===== src/rtl/rtc_pkg.sv =====
package rtc_pkg;

  localparam int REG_W  = 8;
  localparam int ADDR_W = 4;

  localparam int SEC_W   = 7;
  localparam int MIN_W   = 7;
  localparam int HOUR_W  = 6;
  localparam int DOW_W   = 3;
  localparam int DATE_W  = 6;
  localparam int MONTH_W = 5;
  localparam int YEAR_W  = 8;

  localparam logic [ADDR_W-1:0] A_CTRL  = 4'd0;
  localparam logic [ADDR_W-1:0] A_SEC   = 4'd1;
  localparam logic [ADDR_W-1:0] A_MIN   = 4'd2;
  localparam logic [ADDR_W-1:0] A_HOUR  = 4'd3;
  localparam logic [ADDR_W-1:0] A_DOW   = 4'd4;
  localparam logic [ADDR_W-1:0] A_DATE  = 4'd5;
  localparam logic [ADDR_W-1:0] A_MONTH = 4'd6;
  localparam logic [ADDR_W-1:0] A_YEAR  = 4'd7;

  localparam int CTRL_FREEZE = 0;
  localparam int CTRL_COMMIT = 1;

  typedef struct packed {
    logic [SEC_W-1:0]   sec;
    logic [MIN_W-1:0]   min;
    logic [HOUR_W-1:0]  hour;
    logic [DOW_W-1:0]   dow;
    logic [DATE_W-1:0]  date;
    logic [MONTH_W-1:0] month;
    logic [YEAR_W-1:0]  year;
  } rtc_time_t;

  // One BCD step of a two-digit value; a units digit of 9 carries.
  function automatic logic [7:0] bcd_step(input logic [7:0] v);
    logic [3:0] lo;
    logic [3:0] hi;
    lo = v[3:0];
    hi = v[7:4];
    if (lo >= 4'd9) return {hi + 4'd1, 4'd0};
    return {hi, lo + 4'd1};
  endfunction

  // Divisibility by four of a two-digit BCD year.
  function automatic logic year_has_feb29(input logic [7:0] y);
    logic [7:0] bin;
    bin = ({4'd0, y[7:4]} * 8'd10) + {4'd0, y[3:0]};
    return (bin[1:0] == 2'b00);
  endfunction

  // Last valid date, in BCD, of a BCD month within a BCD year.
  function automatic logic [DATE_W-1:0] last_date(input logic [MONTH_W-1:0] m,
                                                  input logic [YEAR_W-1:0]  y);
    case (m)
      5'h02:                      return year_has_feb29(y) ? 6'h29 : 6'h28;
      5'h04, 5'h06, 5'h09, 5'h11: return 6'h30;
      default:                    return 6'h31;
    endcase
  endfunction

  function automatic rtc_time_t time_at_reset();
    rtc_time_t t;
    t.sec   = '0;
    t.min   = '0;
    t.hour  = '0;
    t.dow   = 3'd1;
    t.date  = 6'h01;
    t.month = 5'h01;
    t.year  = '0;
    return t;
  endfunction

endpackage


===== src/rtl/rtc_bcd_field.sv =====
module rtc_bcd_field #(
  parameter int           W       = 7,
  parameter logic [W-1:0] MIN_VAL = '0
) (
  input  logic         clk,
  input  logic         rst_n,
  input  logic         load,
  input  logic [W-1:0] load_val,
  input  logic         inc,
  input  logic [W-1:0] max_val,
  output logic [W-1:0] val,
  output logic         wrap
);
  import rtc_pkg::*;

  logic [7:0] widened;
  logic [7:0] stepped;

  assign widened = 8'(val);
  assign stepped = bcd_step(widened);
  assign wrap    = inc && (val == max_val);

  always_ff @(posedge clk) begin
    if (!rst_n)     val <= MIN_VAL;
    else if (load)  val <= load_val;
    else if (inc)   val <= wrap ? MIN_VAL : stepped[W-1:0];
  end


  field_hold_chk: assert property (@(posedge clk) disable iff (!rst_n)
    (!load && !inc) |=> $stable(val));


  field_wrap_chk: assert property (@(posedge clk) disable iff (!rst_n)
    (wrap && !load) |=> (val == MIN_VAL));

endmodule


===== src/rtl/rtc_core.sv =====
module rtc_core
  import rtc_pkg::*;
(
  input  logic      clk,
  input  logic      rst_n,
  input  logic      tick,
  input  logic      lock,
  input  logic      load,
  input  rtc_time_t load_time,
  output rtc_time_t cur_time,
  output logic      tick_taken,
  output logic      day_roll,
  output logic      month_roll
);

  logic sec_wrap, min_wrap, hour_wrap, dow_wrap, date_wrap, month_wrap, year_wrap;
  logic [DATE_W-1:0] date_limit;

  assign tick_taken = tick && !lock && !load;
  assign date_limit = last_date(cur_time.month, cur_time.year);
  assign day_roll   = hour_wrap;
  assign month_roll = date_wrap;

  rtc_bcd_field #(.W(SEC_W), .MIN_VAL(7'h00)) u_sec (
    .clk(clk), .rst_n(rst_n), .load(load), .load_val(load_time.sec),
    .inc(tick_taken), .max_val(7'h59), .val(cur_time.sec), .wrap(sec_wrap));

  rtc_bcd_field #(.W(MIN_W), .MIN_VAL(7'h00)) u_min (
    .clk(clk), .rst_n(rst_n), .load(load), .load_val(load_time.min),
    .inc(sec_wrap), .max_val(7'h59), .val(cur_time.min), .wrap(min_wrap));

  rtc_bcd_field #(.W(HOUR_W), .MIN_VAL(6'h00)) u_hour (
    .clk(clk), .rst_n(rst_n), .load(load), .load_val(load_time.hour),
    .inc(min_wrap), .max_val(6'h23), .val(cur_time.hour), .wrap(hour_wrap));

  rtc_bcd_field #(.W(DOW_W), .MIN_VAL(3'd1)) u_dow (
    .clk(clk), .rst_n(rst_n), .load(load), .load_val(load_time.dow),
    .inc(hour_wrap), .max_val(3'd7), .val(cur_time.dow), .wrap(dow_wrap));

  rtc_bcd_field #(.W(DATE_W), .MIN_VAL(6'h01)) u_date (
    .clk(clk), .rst_n(rst_n), .load(load), .load_val(load_time.date),
    .inc(hour_wrap), .max_val(date_limit), .val(cur_time.date), .wrap(date_wrap));

  rtc_bcd_field #(.W(MONTH_W), .MIN_VAL(5'h01)) u_month (
    .clk(clk), .rst_n(rst_n), .load(load), .load_val(load_time.month),
    .inc(date_wrap), .max_val(5'h12), .val(cur_time.month), .wrap(month_wrap));

  rtc_bcd_field #(.W(YEAR_W), .MIN_VAL(8'h00)) u_year (
    .clk(clk), .rst_n(rst_n), .load(load), .load_val(load_time.year),
    .inc(month_wrap), .max_val(8'h99), .val(cur_time.year), .wrap(year_wrap));


  lock_freeze_chk: assert property (@(posedge clk) disable iff (!rst_n)
    (lock && !load) |=> $stable(cur_time));


  month_advance_chk: assert property (@(posedge clk) disable iff (!rst_n)
    (month_roll && !load) |=> (cur_time.date == 6'h01) && (cur_time.month != $past(cur_time.month)));


  dow_restart_chk: assert property (@(posedge clk) disable iff (!rst_n)
    (dow_wrap && !load) |=> (cur_time.dow == 3'd1));


  year_advance_chk: assert property (@(posedge clk) disable iff (!rst_n)
    (month_wrap && !year_wrap && !load) |=> (cur_time.year != $past(cur_time.year)));

endmodule


===== src/rtl/rtc_regfile.sv =====
module rtc_regfile
  import rtc_pkg::*;
(
  input  logic              clk,
  input  logic              rst_n,
  input  logic              wr_en,
  input  logic [ADDR_W-1:0] addr,
  input  logic [REG_W-1:0]  wr_data,
  input  rtc_time_t         cur_time,
  output logic [REG_W-1:0]  rd_data,
  output rtc_time_t         stage_time,
  output logic              commit_lock,
  output logic              commit_fire,
  output logic              freeze_fire
);

  logic [1:0] ctrl_q;
  logic       ctrl_wr;
  rtc_time_t  view_time;

  assign ctrl_wr     = wr_en && (addr == A_CTRL);
  assign commit_lock = ctrl_q[CTRL_COMMIT];
  assign commit_fire = ctrl_wr && ctrl_q[CTRL_COMMIT] && !wr_data[CTRL_COMMIT];
  assign freeze_fire = ctrl_wr && !ctrl_q[CTRL_FREEZE] && wr_data[CTRL_FREEZE];

  always_ff @(posedge clk) begin
    if (!rst_n)       ctrl_q <= 2'b00;
    else if (ctrl_wr) ctrl_q <= wr_data[1:0];
  end

  always_ff @(posedge clk) begin
    if (!rst_n) begin
      stage_time <= time_at_reset();
    end else if (wr_en) begin
      case (addr)
        A_SEC:   stage_time.sec   <= wr_data[SEC_W-1:0];
        A_MIN:   stage_time.min   <= wr_data[MIN_W-1:0];
        A_HOUR:  stage_time.hour  <= wr_data[HOUR_W-1:0];
        A_DOW:   stage_time.dow   <= wr_data[DOW_W-1:0];
        A_DATE:  stage_time.date  <= wr_data[DATE_W-1:0];
        A_MONTH: stage_time.month <= wr_data[MONTH_W-1:0];
        A_YEAR:  stage_time.year  <= wr_data[YEAR_W-1:0];
        default: ;
      endcase
    end
  end

  always_ff @(posedge clk) begin
    if (!rst_n)           view_time <= time_at_reset();
    else if (freeze_fire) view_time <= cur_time;
  end

  always_comb begin
    case (addr)
      A_CTRL:  rd_data = 8'(ctrl_q);
      A_SEC:   rd_data = 8'(view_time.sec);
      A_MIN:   rd_data = 8'(view_time.min);
      A_HOUR:  rd_data = 8'(view_time.hour);
      A_DOW:   rd_data = 8'(view_time.dow);
      A_DATE:  rd_data = 8'(view_time.date);
      A_MONTH: rd_data = 8'(view_time.month);
      A_YEAR:  rd_data = 8'(view_time.year);
      default: rd_data = '0;
    endcase
  end


  freeze_capture_chk: assert property (@(posedge clk) disable iff (!rst_n)
    freeze_fire |=> (view_time == $past(cur_time)));


  view_hold_chk: assert property (@(posedge clk) disable iff (!rst_n)
    (ctrl_q[CTRL_FREEZE] && $past(ctrl_q[CTRL_FREEZE])) |-> $stable(view_time));


  ctrl_upper_zero_chk: assert property (@(posedge clk) disable iff (!rst_n)
    (addr == A_CTRL) |-> (rd_data[7:2] == 6'd0));

endmodule


===== src/rtl/rtc_calendar.sv =====
module rtc_calendar
  import rtc_pkg::*;
(
  input  logic              clk,
  input  logic              rst_n,
  input  logic              tick_1hz,
  input  logic              wr_en,
  input  logic [ADDR_W-1:0] addr,
  input  logic [REG_W-1:0]  wr_data,
  output logic [REG_W-1:0]  rd_data
);

  rtc_time_t core_time;
  rtc_time_t stage_time;
  logic      commit_lock;
  logic      commit_fire;
  logic      freeze_fire;
  logic      tick_taken;
  logic      day_roll;
  logic      month_roll;

  rtc_regfile u_regs (
    .clk(clk), .rst_n(rst_n), .wr_en(wr_en), .addr(addr), .wr_data(wr_data),
    .cur_time(core_time), .rd_data(rd_data), .stage_time(stage_time),
    .commit_lock(commit_lock), .commit_fire(commit_fire), .freeze_fire(freeze_fire));

  rtc_core u_core (
    .clk(clk), .rst_n(rst_n), .tick(tick_1hz), .lock(commit_lock),
    .load(commit_fire), .load_time(stage_time), .cur_time(core_time),
    .tick_taken(tick_taken), .day_roll(day_roll), .month_roll(month_roll));


  commit_copy_chk: assert property (@(posedge clk) disable iff (!rst_n)
    commit_fire |=> (core_time == $past(stage_time)));


  no_tick_in_lock_chk: assert property (@(posedge clk) disable iff (!rst_n)
    commit_lock |-> !tick_taken);


  day_roll_hour_chk: assert property (@(posedge clk) disable iff (!rst_n)
    (day_roll && !commit_fire) |=> (core_time.hour == 6'h00) && (core_time.min == 7'h00));

endmodule


===== config.mk =====
export PLATFORM = sky130hd
export DESIGN_NAME = rtc_calendar
export DESIGN_NICKNAME = d
export VERILOG_FILES = /design/src/rtl/rtc_pkg.sv /design/src/rtl/rtc_bcd_field.sv /design/src/rtl/rtc_core.sv /design/src/rtl/rtc_regfile.sv /design/src/rtl/rtc_calendar.sv
export SDC_FILE = /design/constraint.sdc
export NUM_CORES = 1
export LEC_CHECK = 0
export CORE_MARGIN = 4
export CORE_UTILIZATION = 65
export CTS_CLUSTER_DIAMETER = 80
export DETAILED_ROUTE_END_ITERATION = 7
export PLACE_DENSITY = 0.84
export SYNTH_ARGS = -nofsm -noshare
export SYNTH_HDL_FRONTEND = slang
export SYNTH_SLANG_ARGS = --single-unit

===== constraint.sdc =====
create_clock -name clk -period 6.35 [get_ports clk]
set_input_delay 1.27 -clock clk [delete_from_list [all_inputs] [get_ports clk]]
set_output_delay 1.27 -clock clk [all_outputs]
set_load 0.02 [all_outputs]

# Yosys cells after proc, flatten, opt, wreduce, memory -nomap -nowiden
# Cells that the tools add are included.
dict set report word_totals {
  output_inout_bits 8
  input_bits 16
  reg_bits 128
  wordCells 160
}
dict set report op_classes {
  n_reduce_logical 46
  mux 45
  n_lt_le_gt_ge 7
  multipliers 1
  eq_ne 19
  n_addsub 14
}
# operator n
set op_table {}
lappend op_table {{$mux 7} 10}
lappend op_table {{$pmux 8 s8} 1}
lappend op_table {{$mux 6} 10}
lappend op_table {{$mux 8} 5}
lappend op_table {{$add 4x1->4 const B} 7}
lappend op_table {{$reduce_and 2->1} 13}
lappend op_table {{$mux 5} 5}
lappend op_table {{$ge 4x4->1 const B} 6}
lappend op_table {{$reduce_bool 3->1} 6}
lappend op_table {{$eq 4x3->1 const B} 4}
lappend op_table {{$mux 3} 5}
lappend op_table {{$eq 7x7->1 const B} 2}
lappend op_table {{$logic_and 1x1->1} 14}
lappend op_table {{$pmux 6 s2} 1}
lappend op_table {{$reduce_bool 2->1} 6}
lappend op_table {{$eq 5x3->1 const B} 2}
lappend op_table {{$eq 5x5->1 const B} 2}
lappend op_table {{$add 3x1->3 const B} 3}
lappend op_table {{$eq 4x2->1 const B} 2}
lappend op_table {{$eq 8x8->1 const B} 1}
lappend op_table {{$mux 1} 8}
lappend op_table {{$eq 6x6->1} 1}
lappend op_table {{$eq 6x6->1 const B} 1}
lappend op_table {{$eq 5x2->1 const B} 1}
lappend op_table {{12 further kinds} 16}

# Depth between registers and ports, before layout
dict set report logic_depth {
  depth_word 15
  mapped_depth 11
  depth_no_buf 9
}

# Modules after synthesis
# Synthesis repeated with hierarchy kept, for this count alone.
dict set report hier_totals {
  hier_cells 837
  hier_area_um2 7270.7
}
# mod instances seq_area_each_um2 cells_each area_per_inst_um2
set by_module_without_submodules {}
lappend by_module_without_submodules {rtc_regfile 1 1721.7 415 3772.4}
lappend by_module_without_submodules {{rtc_bcd_field (u_core.u_min ...)} 2 140.1 68 570.5}
lappend by_module_without_submodules {{rtc_bcd_field (u_core.u_year)} 1 160.2 75 635.6}
lappend by_module_without_submodules {{rtc_bcd_field (u_core.u_hour)} 1 120.1 63 510.5}
lappend by_module_without_submodules {{rtc_bcd_field (u_core.u_date)} 1 120.1 61 493.0}
lappend by_module_without_submodules {{rtc_bcd_field (u_core.u_month)} 1 100.1 51 420.4}
lappend by_module_without_submodules {{rtc_bcd_field (u_core.u_dow)} 1 60.1 24 212.7}
lappend by_module_without_submodules {rtc_core 1 0.0 12 85.1}

# Worst setup path after synthesis
# Ideal clock, no wire load.
dict set report synth_path {
  path_type {input-to-output}
  start {in addr[2]}
  end {out rd_data[2]}
  path_stages 8
  setup_slack_ps 2430
  t_required_ps 5080
  arrival_time_ps 2650
  cell_sequence {buf_2 > clkbuf_1 > nand3b_1 > o21ai_0 > nand2_1 > o21ai_0 > a31oi_1 > o21ai_0}
}
dict set report synth_between {
  elab_chain_len 2
  elab_cells_between_ends 9
  classes_between {7 x eq/ne; 1 x mux; 1 x reduce/logical}
}
# item line_no
set synth_rtl {}
lappend synth_rtl {{start: declaration} rtc_calendar.sv:8} ;# input logic [ADDR_W-1:0] addr,
lappend synth_rtl {{$eq 4x3->1, or another cell as far along} rtc_regfile.sv:54} ;# case (addr)
lappend synth_rtl {{$pmux 8 s8 (*)} rtc_regfile.sv:54}
lappend synth_rtl {{end: declaration} rtc_calendar.sv:10} ;# output logic [REG_W-1:0] rd_data
# Every way passes the cells marked *; elsewhere a longest branch is shown, timed or not.

# Worst setup path in the final report
dict set report layout_path {
  start {in addr[2]}
  end {out rd_data[3]}
}
# The elaborated chain is that of the path after synthesis.

==> flow_summary.json <==
{
  "grt_use_total": 0.303,
  "syn_area_per_cell_um2": 7.99,
  "drv_cap": 0,
  "start_util": 0.679,
  "crit_cells": 6,
  "ys_warn_count": 0,
  "slew_violations": 0,
  "clock_latency_ns": 0.53,
  "pwr-share-clk": 0.499,
  "cts_tree": "done",
  "antenna_found_initial": 0,
  "instances_no_fill": 937,
  "path_buf_inv": 2,
  "regArea_um2": 2560,
  "seq_power_share": 0.459,
  "final.setup.tns_ns": 0,
  "cpPeakStageDelay_ns": 0.94,
  "combPwrFrac": 0.042,
  "drive_above_1_share": 0.0718,
  "grt_pass1_vias": 5653,
  "ant_nets": 0,
  "grt_overflow": 0,
  "crit_fanout": 17,
  "irDropWorstVdd_mv": 0.191,
  "crit_path_frequent_cell": "clkdlybuf4s50_1",
  "cts-root-buf": "clkbuf_8",
  "numCtsBuffers": 17,
  "rsz0062_at_grt": "no",
  "synthCells": 797,
  "filler_cell_count": 711,
  "cp.required_ns": 5.08,
  "synthDistinctLibCells": 65,
  "post-place-cells": 905,
  "cts_setup_buffers": 0,
  "ys.flop_type": "dfxtp_1",
  "diodes": 0,
  "num-nets-final": 839,
  "clk_pin_slew_ns": 0.06,
  "topRoutingLayerUsed": "met4",
  "wl_met3_um": 1530,
  "wl_per_cell_um": 18.0,
  "setup_violations": 0,
  "drc": 0,
  "die_area_um2": 11400,
  "min_period_ns": 5.04,
  "core_um2": 9370,
  "via_per_inst": 6.31,
  "slew_headroom": 0.266,
  "cts_hold_buf": 0,
  "dp_hpwl_um": 11200,
  "synth_area_um2": 6370,
  "cts_resized": 0,
  "fin_crit_sh": 0.793,
  "place_congestion": 0.942,
  "first_iter_violations": 536,
  "first_pass_iters": 6,
  "wl_met2_um": 7790,
  "power.density_nw_per_um2": 250,
  "clkSinkCount": 128,
  "status": "complete, no violations",
  "crit_path_end_kind": "primary output",
  "drt-total-wl_um": 16900,
  "grt_pass1_wl_um": 27500,
  "hold_violations": 0,
  "area_growth_pct": 11.7,
  "die_width_um": 107,
  "rrSetupSlack_ns": 3.68,
  "crit_slowest_cell": "clkdlybuf4s50_1",
  "cp_top_family": "buffers and inverters",
  "num_vias": 5911,
  "synth-edff-count": 0,
  "hold_depth": 2,
  "ys_ff_latch": 128,
  "multi_input_area_um2": 3460,
  "cts_buffer_depth": 2,
  "io_buffer_count": 23,
  "power_leakage_nw": 2.47,
  "async_flop_share": 0,
  "ctsHtreeMaxLevel": 4,
  "hold_path.class": "reg -> reg",
  "finalClockSkew_ns": 0.00578,
  "criticalPathCategory": "in -> out",
  "ys_seq_area_frac": 0.403,
  "rows": 35,
  "p_switching_uw": 409,
  "tightest_slew_ns": 1.10,
  "arrival_ns": 3.77,
  "intPower_mw": 1.37,
  "worstSetupStartpointType": "input pin",
  "grt_max_degree": 102,
  "die_h_um": 107,
  "wl_met1_um": 7130,
  "boundaryPins": 24,
  "synth_nets": 841,
  "switching_share": 0.230,
  "r2r_cells": 8,
  "path_cells": "clkdlybuf4s50_1 > nor2_1 > and3_1 > a22o_1 > or3_1 > clkdlybuf4s50_1",
  "max_freq_ghz": 0.198
}
==> placed cells by master, fill, tap and decap left out, types with 3 or more instances in the layout <==
cell,netlist,routed
buf_4,1,9
nor3_1,19,19
ha_1,28,28
o311ai_0,3,3
nand2_1,154,154
a211oi_1,11,11
mux2i_1,27,27
inv_1,23,22
dfxtp_1,128,128
nor3b_1,5,3
and2_1,4,4
nor2_1,60,60
a21oi_1,85,85
a22oi_1,9,9
clkbuf_16,0,16
clkinv_2,0,7
o21ai_0,36,36
a221oi_1,3,3
a311oi_1,3,3
and3_1,3,3
a31oi_1,12,12
nand3b_1,8,8
a32oi_1,3,3
clkdlybuf4s50_1,0,23
nand3_1,55,55
o211ai_1,7,7
nor2b_1,4,4
nand2b_1,6,6
clkbuf_8,0,3
==> worst min-delay path, cell delays in order, from the launching register on <==
cell,delay (ns)
dfxtp_1,0.30
nand2_1,0.05
a21oi_1,0.05
==> area by class of cell <==
cell class,count,share of cell area
well taps,129,0.0227
clock inverters,11,0.0125
inverters,23,0.0121
clock buffers,21,0.0632
flip-flops and latches,128,0.360
multi-input cells,593,0.487
repair buffers,32,0.0419
==> logic make-up after synthesis <==
family	synth area share
flops	0.403
simple gates	0.248
xor+xnor	0.00708
buf+inv	0.0548
compound gates	0.185
fa+ha+maj	0.0550
mux	0.0478
==> power by group through the flow <==
stage	Sequential [mW]	Combinational (mW)	Clock, mW
floorplan	0.830	0.0491	0
global placement	0.833	0.0709	0
detailed placement	0.833	0.0735	0
CTS	0.816	0.0741	0.886
global route	0.816	0.0813	0.923
finish	0.816	0.0755	0.887
==> metal layers <==
layer  global-route usage  vias to the layer above
met5                    0                        -
met4                0.130                        0
met3               0.0590                       35
met2                0.491                      258
met1                0.393                     2810
li1                     -                     2808
==> synth_stat cells (11+ instances only) <==
cell,count,area share
nand2_1,154,0.091
dfxtp_1,128,0.40
a21oi_1,85,0.067
nor2_1,60,0.035
nand3_1,55,0.043
clkbuf_1,38,0.022
o21ai_0,36,0.028
ha_1,28,0.055
mux2i_1,27,0.042
inv_1,23,0.014
nor3_1,19,0.015
a31oi_1,12,0.012
a211oi_1,11,0.013
==> stage by stage <==
stage	setup WS (ns)	hold slack, ns	instance area [um2]	util	power (mW)
after detailed placement	1.32	0.445	6570	0.701	0.907
after global routing	1.20	0.473	7110	0.759	1.82
final	1.31	0.453	7110	0.759	1.78
after global placement	1.41	0.441	6570	0.701	0.904
after CTS	1.32	0.453	7110	0.759	1.78
after floorplan	2.43	0.432	6370	-	0.879
==> path summary, 6_finish.rpt <==
path,startpoint,end
worst max-delay path,addr[2],rd_data[3]
worst min-delay path,u_regs.stage_time[37],u_regs.stage_time[37]
worst max register to register,u_core.u_sec.val[4],u_core.u_year.val[7]
worst min register to register,u_regs.stage_time[37],u_regs.stage_time[37]
==> flip-flops by register name, summed over array words and instances (netlist names) <==
| name | count |
|---|---|
| u_core.u_date.val | 6 |
| u_core.u_dow.val | 3 |
| u_core.u_hour.val | 6 |
| u_core.u_min.val | 7 |
| u_core.u_month.val | 5 |
| u_core.u_sec.val | 7 |
| u_core.u_year.val | 8 |
| u_regs.ctrl_q | 2 |
| u_regs.stage_time | 42 |
| u_regs.view_time | 42 |
No activity file was read; power rests on OpenSTA's default activity.
